--- src/rtl/pmd_pkg.sv ---
package pmd_pkg;

    typedef enum logic [1:0] {
        RK_ROM       = 2'd0,
        RK_RAM_FLAT  = 2'd1,
        RK_RAM_BANK  = 2'd2,
        RK_NONE      = 2'd3
    } region_kind_e;

    // bus strobes converted to active-high
    typedef struct packed {
        logic mreq;
        logic rd;
        logic wr;
        logic rfsh;
    } bus_ctl_t;

    // result of the address decode
    typedef struct packed {
        logic         rom_region;
        logic         ram_region;
        logic         flat_region;
        logic         page_hit;
        region_kind_e kind;
    } decode_t;

    function automatic region_kind_e kind_of(input logic [15:0] map,
                                             input logic [2:0]  region);
        return region_kind_e'(map[{region, 1'b0} +: 2]);
    endfunction

    function automatic bus_ctl_t ctl_from_pins(input logic mreq_n, input logic rd_n,
                                               input logic wr_n, input logic rfsh_n);
        bus_ctl_t c;
        c.mreq = ~mreq_n;
        c.rd   = ~rd_n;
        c.wr   = ~wr_n;
        c.rfsh = ~rfsh_n;
        return c;
    endfunction

endpackage

--- src/rtl/pmd_region_dec.sv ---
module pmd_region_dec
    import pmd_pkg::*;
#(
    parameter int          ADDR_W     = 16,
    parameter int          REG_BITS   = 3,
    parameter logic [15:0] REGION_MAP = 16'hFA54,
    parameter logic [15:0] PAGE_ADDR  = 16'h1FFF
) (
    input  logic [ADDR_W-1:0] addr,
    input  bus_ctl_t          ctl,
    output decode_t           dec
);
    localparam int N_REG = 1 << REG_BITS;

    logic [REG_BITS-1:0] region;
    logic [N_REG-1:0]    hit;
    logic [N_REG-1:0]    is_rom;
    logic [N_REG-1:0]    is_ram;
    logic [N_REG-1:0]    is_flat;
    region_kind_e        kinds [N_REG];

    assign region = addr[ADDR_W-1 -: REG_BITS];

    for (genvar r = 0; r < N_REG; r++) begin : g_reg
        assign kinds[r]   = kind_of(REGION_MAP, 3'(r));
        assign hit[r]     = (region == REG_BITS'(r));
        assign is_rom[r]  = (kinds[r] == RK_ROM);
        assign is_flat[r] = (kinds[r] == RK_RAM_FLAT);
        assign is_ram[r]  = (kinds[r] == RK_RAM_FLAT) || (kinds[r] == RK_RAM_BANK);
    end

    always_comb begin
        dec.kind        = kinds[region];
        dec.rom_region  = |(hit & is_rom);
        dec.ram_region  = |(hit & is_ram);
        dec.flat_region = |(hit & is_flat);
        dec.page_hit    = ctl.mreq && ctl.wr && (addr == PAGE_ADDR);
    end

endmodule

--- src/rtl/pmd_page_reg.sv ---
module pmd_page_reg #(
    parameter int PAGE_W = 5
) (
    input  logic              clk,
    input  logic              rst,
    input  logic              pwr_fail,
    input  logic              page_hit,
    input  logic              wr_active,
    input  logic [PAGE_W-1:0] wdata,
    output logic [PAGE_W-1:0] page,
    output logic              pending
);
    logic [PAGE_W-1:0] hold_q;

    always_ff @(posedge clk) begin
        if (rst || pwr_fail) begin
            page    <= '0;
            hold_q  <= '0;
            pending <= 1'b0;
        end else if (page_hit) begin
            hold_q  <= wdata;
            pending <= 1'b1;
        end else if (pending && !wr_active) begin
            page    <= hold_q;
            pending <= 1'b0;
        end
    end

endmodule

--- src/rtl/pmd_addr_map.sv ---
module pmd_addr_map #(
    parameter int ADDR_W   = 16,
    parameter int PAGE_W   = 5,
    parameter int WIN_BITS = 14
) (
    input  logic [ADDR_W-1:0]          addr,
    input  logic [PAGE_W-1:0]          page,
    input  logic                       flat,
    output logic [PAGE_W+WIN_BITS-1:0] ram_addr
);
    localparam int RAM_AW   = PAGE_W + WIN_BITS;
    localparam int FLAT_PAD = RAM_AW - ADDR_W;

    logic [RAM_AW-1:0] banked_a;
    logic [RAM_AW-1:0] flat_a;

    assign banked_a = {page, addr[WIN_BITS-1:0]};
    assign flat_a   = {{FLAT_PAD{1'b1}}, addr};
    assign ram_addr = flat ? flat_a : banked_a;

endmodule

--- src/rtl/pmd_strobe_gen.sv ---
module pmd_strobe_gen
    import pmd_pkg::*;
#(
    parameter bit OE_RFSH_QUAL = 1'b1
) (
    input  decode_t  dec,
    input  bus_ctl_t ctl,
    input  logic     wprot,
    input  logic     pwr_fail,
    output logic     rom_cs_n,
    output logic     ram_cs_n,
    output logic     ram_oe_n,
    output logic     ram_we_n
);
    logic rom_drop;
    logic ram_sel;
    logic oe_ok;
    logic we_ok;

    always_comb begin
        rom_drop = (ctl.mreq && !dec.rom_region) || dec.page_hit;
        ram_sel  = ctl.mreq && dec.ram_region;
        oe_ok    = ctl.rd && (!OE_RFSH_QUAL || !ctl.rfsh);
        we_ok    = ram_sel && ctl.wr && !wprot && !pwr_fail;
        rom_cs_n = rom_drop;
        ram_cs_n = !ram_sel;
        ram_oe_n = !oe_ok;
        ram_we_n = !we_ok;
    end

endmodule

--- src/rtl/paged_mem_decoder.sv ---
module paged_mem_decoder
    import pmd_pkg::*;
#(
    parameter int          DATA_W       = 8,
    parameter int          PAGE_W       = 5,
    parameter int          WIN_BITS     = 14,
    parameter logic [15:0] REGION_MAP   = 16'hFA54,
    parameter logic [15:0] PAGE_ADDR    = 16'h1FFF,
    parameter bit          OE_RFSH_QUAL = 1'b1
) (
    input  logic                       clk,
    input  logic                       rst,
    input  logic [15:0]                addr,
    input  logic [DATA_W-1:0]          data_in,
    input  logic                       mreq_n,
    input  logic                       rd_n,
    input  logic                       wr_n,
    input  logic                       rfsh_n,
    input  logic                       wprot,
    input  logic                       pwr_fail,
    output logic                       rom_cs_n,
    output logic                       ram_cs_n,
    output logic                       ram_oe_n,
    output logic                       ram_we_n,
    output logic [PAGE_W+WIN_BITS-1:0] ram_addr
);
    localparam int ADDR_W   = 16;
    localparam int REG_BITS = 3;

    bus_ctl_t          ctl;
    decode_t           dec;
    logic [PAGE_W-1:0] page_cur;
    logic              page_pend;
    logic              unused_hi;

    assign ctl       = ctl_from_pins(mreq_n, rd_n, wr_n, rfsh_n);
    assign unused_hi = ^data_in[DATA_W-1:PAGE_W];

    pmd_region_dec #(
        .ADDR_W     (ADDR_W),
        .REG_BITS   (REG_BITS),
        .REGION_MAP (REGION_MAP),
        .PAGE_ADDR  (PAGE_ADDR)
    ) u_dec (
        .addr (addr),
        .ctl  (ctl),
        .dec  (dec)
    );

    pmd_page_reg #(
        .PAGE_W (PAGE_W)
    ) u_page (
        .clk       (clk),
        .rst       (rst),
        .pwr_fail  (pwr_fail),
        .page_hit  (dec.page_hit),
        .wr_active (ctl.wr),
        .wdata     (data_in[PAGE_W-1:0]),
        .page      (page_cur),
        .pending   (page_pend)
    );

    pmd_addr_map #(
        .ADDR_W   (ADDR_W),
        .PAGE_W   (PAGE_W),
        .WIN_BITS (WIN_BITS)
    ) u_amap (
        .addr     (addr),
        .page     (page_cur),
        .flat     (dec.flat_region),
        .ram_addr (ram_addr)
    );

    pmd_strobe_gen #(
        .OE_RFSH_QUAL (OE_RFSH_QUAL)
    ) u_strb (
        .dec      (dec),
        .ctl      (ctl),
        .wprot    (wprot),
        .pwr_fail (pwr_fail),
        .rom_cs_n (rom_cs_n),
        .ram_cs_n (ram_cs_n),
        .ram_oe_n (ram_oe_n),
        .ram_we_n (ram_we_n)
    );

endmodule

--- config.mk ---
export PLATFORM = sky130hd
export DESIGN_NAME = paged_mem_decoder
export DESIGN_NICKNAME = d
export VERILOG_FILES = /design/src/rtl/pmd_pkg.sv /design/src/rtl/pmd_region_dec.sv /design/src/rtl/pmd_page_reg.sv /design/src/rtl/pmd_addr_map.sv /design/src/rtl/pmd_strobe_gen.sv /design/src/rtl/paged_mem_decoder.sv
export SDC_FILE = /design/constraint.sdc
export NUM_CORES = 1
export LEC_CHECK = 0
export ABC_AREA = 1
export BUFFER_PORTS_ARGS = -buffer_cell sky130_fd_sc_hd__buf_4
export CAP_MARGIN = 20
export CORE_ASPECT_RATIO = 0.9
export CORE_MARGIN = 2
export CORE_UTILIZATION = 30
export DETAILED_ROUTE_END_ITERATION = 6
export GPL_TIMING_DRIVEN = 0
export PLACE_DENSITY_LB_ADDON = 0.1
export SETUP_SLACK_MARGIN = 0.3
export SLEW_MARGIN = 20
export SYNTH_ARGS = -nofsm -noshare
export SYNTH_HDL_FRONTEND = slang
export SYNTH_SLANG_ARGS = --single-unit
export TNS_END_PERCENT = 100
--- constraint.sdc ---
create_clock -name clk -period 0.8 [get_ports clk]
set_input_delay 0.08 -clock clk [delete_from_list [all_inputs] [get_ports clk]]
set_output_delay 0.08 -clock clk [all_outputs]
set_load 0.01 [all_outputs]
==> results.ini <==
[timing]
fin_crit_ns=1.06
slew_headroom_pct=83.3
rsz0062_at_grt=true
finClkSkew_ns=0.00376
min_period_over_period_pct=133
worstMarginPinSlew_ns=0.251
hold_violations=0
drv_slew=0
setup_tns_ns=-1.17
fin_ws_ns=-0.263
max_freq_mhz=941
setup_viol=8

[finish]
seq_area_um2=228
drive_above_1_share_pct=77.6
nNetsFinal=194
final_area_um2=1540
post-route-util_pct=71.8
n_fill_cell=165
syn_to_final_growth_pct=128
multiInputGateArea_um2=465
diodes=0
final-instance-count-excl-fill=188

[synth]
netlist_instances=99
synthTopCellsByCount=nand2_1 (20), nor2_1 (19), buf_4 (14)
yosys_warnings=0
synth_enable_flop_cells=0
synth-main-ff-cell=dfxtp_1
syn_area_per_cell_um2=6.80
synth_area_leaders=dfxtp_1 (33%), buf_4 (16%), nand2_1 (11%)
synth_area_leader_cell=dfxtp_1
ys_seq_area_share_pct=32.7
synth_area_um2=673
ys_ff_latch=11
yosysTopAreaCellShare_pct=32.7
synthArstFlopShare_pct=0
synthDistinctLibCells=17
synth_fp_nets=131
yosysMostFrequentCell=nand2_1

[routing]
wl_per_cell_um=11.9
dr.pass1.iters=3
antenna_left=0
drt_iter0_markers=1
drc=0
vias_per_cell=4.38
vias=823
routed_wl_um=2230

[clocking]
root_buffer=clkbuf_4
cts_max_level=1
cts_made_buffers=3
cts_tree=built
cts_sinks=11
clk_latency_ns=0.27
clkTransAtPathRegs_ns=0.07
cts_buffer_depth=2
hold_buffers=0

[place]
place_congestion=0.692
dp_slack_ns=-0.205
dp.cells=177
dp_hpwl_um=1390
port_buffers=51
dpl_cell_area_um2=1150

[critical_path]
r2r_slack_ns=-0.01
r2r_end=u_page.page[1]$_SDFFE_PP0P_
crit_path_cell_trace=mux2_4 > buf_6
cp.depth=2
startpoint_type=register
arrival_ns=0.98
crit_slowest_cell=dfxtp_2
cp.buffers_inverters=1
crit_path_end=ram_addr[14]
crit_family=flip-flops
end_kind=output pin
crit_start=u_page.page[0]$_SDFFE_PP0P_
worstSetupPathType=reg -> out
cp_max_fo=2
r2r_start=u_page.page[1]$_SDFFE_PP0P_
critical_path_required_ns=0.72
reg2reg_depth=4
critPathMaxStageDelay_ns=0.32

[pwr]
powerDensity_nw_per_um2=948
p_leak_uw=0.000747
ir_drop_mv=0.890

[global_route]
grt_pass1_vias=781
grt_pass1_wl_um=3260
grt_usage_pct=16.8
antenna_found_initial=0
overflow=0
grt_max_degree=10

[die]
start_util_pct=31.4
core_area_um2=2140
ioPinCount=55
die-area_um2=2640
die_y_um=48.9
die_x_um=53.9
rows=16

[hold_path]
hold_class=in -> reg

[outcome]
status=finished, violations left
violations=negative setup slack

[job]
cap_violations=0

state kept, by name, summed over array words and instances (netlist names):
name and cells:
u_page.page 5, u_page.hold_q 5, u_page.pending 1
worst min-delay path: stages:
cell and delay (ns):
buf_4 0.08, nor2_1 0.03, nor2_1 0.08
through the flow:
stage	power, uW	hold slack [ns]
2_1_floorplan	720	0.215
3_3_place_gp	946	0.301
3_5_place_dp	952	0.311
4_1_cts	1430	0.0245
5_1_grt	1520	0.0436
6_report	1460	0.0323
power by group:
group          total [uW]  internal [uW]  leakage, uW  switching [uW]
clock                 388            193    0.0000150             194
sequential            547            547    0.0000917        0.000465
combinational         524            328     0.000640             196
total                1460           1070     0.000747             390
cells in the final DEF, fill, tap and decap left out, drive strengths merged:
cell    instances
a211oi          3
a21oi           4
buf            72
clkbuf          4
dfxtp          11
inv            13
mux2            1
nand2          21
nand3           1
nand3b          1
nand4           1
nor2           23
nor3            1
o21ai           2
or2             3
how the worst min path moves through the flow:
stage | from | end | slack [ns] | cells after the start
after floorplan | data_in[0] | u_page.hold_q[0]$_SDFFE_PP0P_ | 0.21 | 2
after global placement | data_in[0] | u_page.hold_q[0]$_SDFFE_PP0P_ | 0.30 | 3
after detailed placement | data_in[2] | u_page.hold_q[2]$_SDFFE_PP0P_ | 0.31 | 3
after CTS | data_in[2] | u_page.hold_q[2]$_SDFFE_PP0P_ | 0.02 | 3
after global routing | data_in[3] | u_page.hold_q[3]$_SDFFE_PP0P_ | 0.04 | 3
final | data_in[0] | u_page.hold_q[0]$_SDFFE_PP0P_ | 0.03 | 3
area by class of cell:
class | instances | share of cell area (%)
Timing Repair Buffer | 58 | 38.3
Sequential cell | 11 | 14.8
Inverter | 13 | 3.66
Buffer | 14 | 9.03
Multi-Input combinational cell | 61 | 30.3
Clock buffer | 4 | 1.71
Tap cell | 27 | 2.20
cells by family (layout without fill, tap and decap cells):
family                 count (synthesis)  in the layout  synth area share, %
DFF                                   11             11                 32.7
and+or+nand+nor                       51             51                 34.9
buffers and inverters                 27             89                 22.9
muxes                                  1              1                 1.67
AOI/OAI and AO/OA                      9              9                 7.81
routing by layer:
metal  vias up  track usage [%]  part of all wire [%]
met4         0             6.41                   2.5
met3         7             3.07                   7.7
met5         -                0                     0
met1       365             17.6                    37
met2        34             31.3                    53
li1        417                -                     -
what timing repair did:
action | 4_1_cts | 5_1_grt
pin swaps | 14 | 10
setup buffers | 3 | 3
gates cloned | 0 | 1
gates resized for setup | 60 | 34
setup endpoints to repair | 33 | 24
Power figures use the tool's default switching activity.
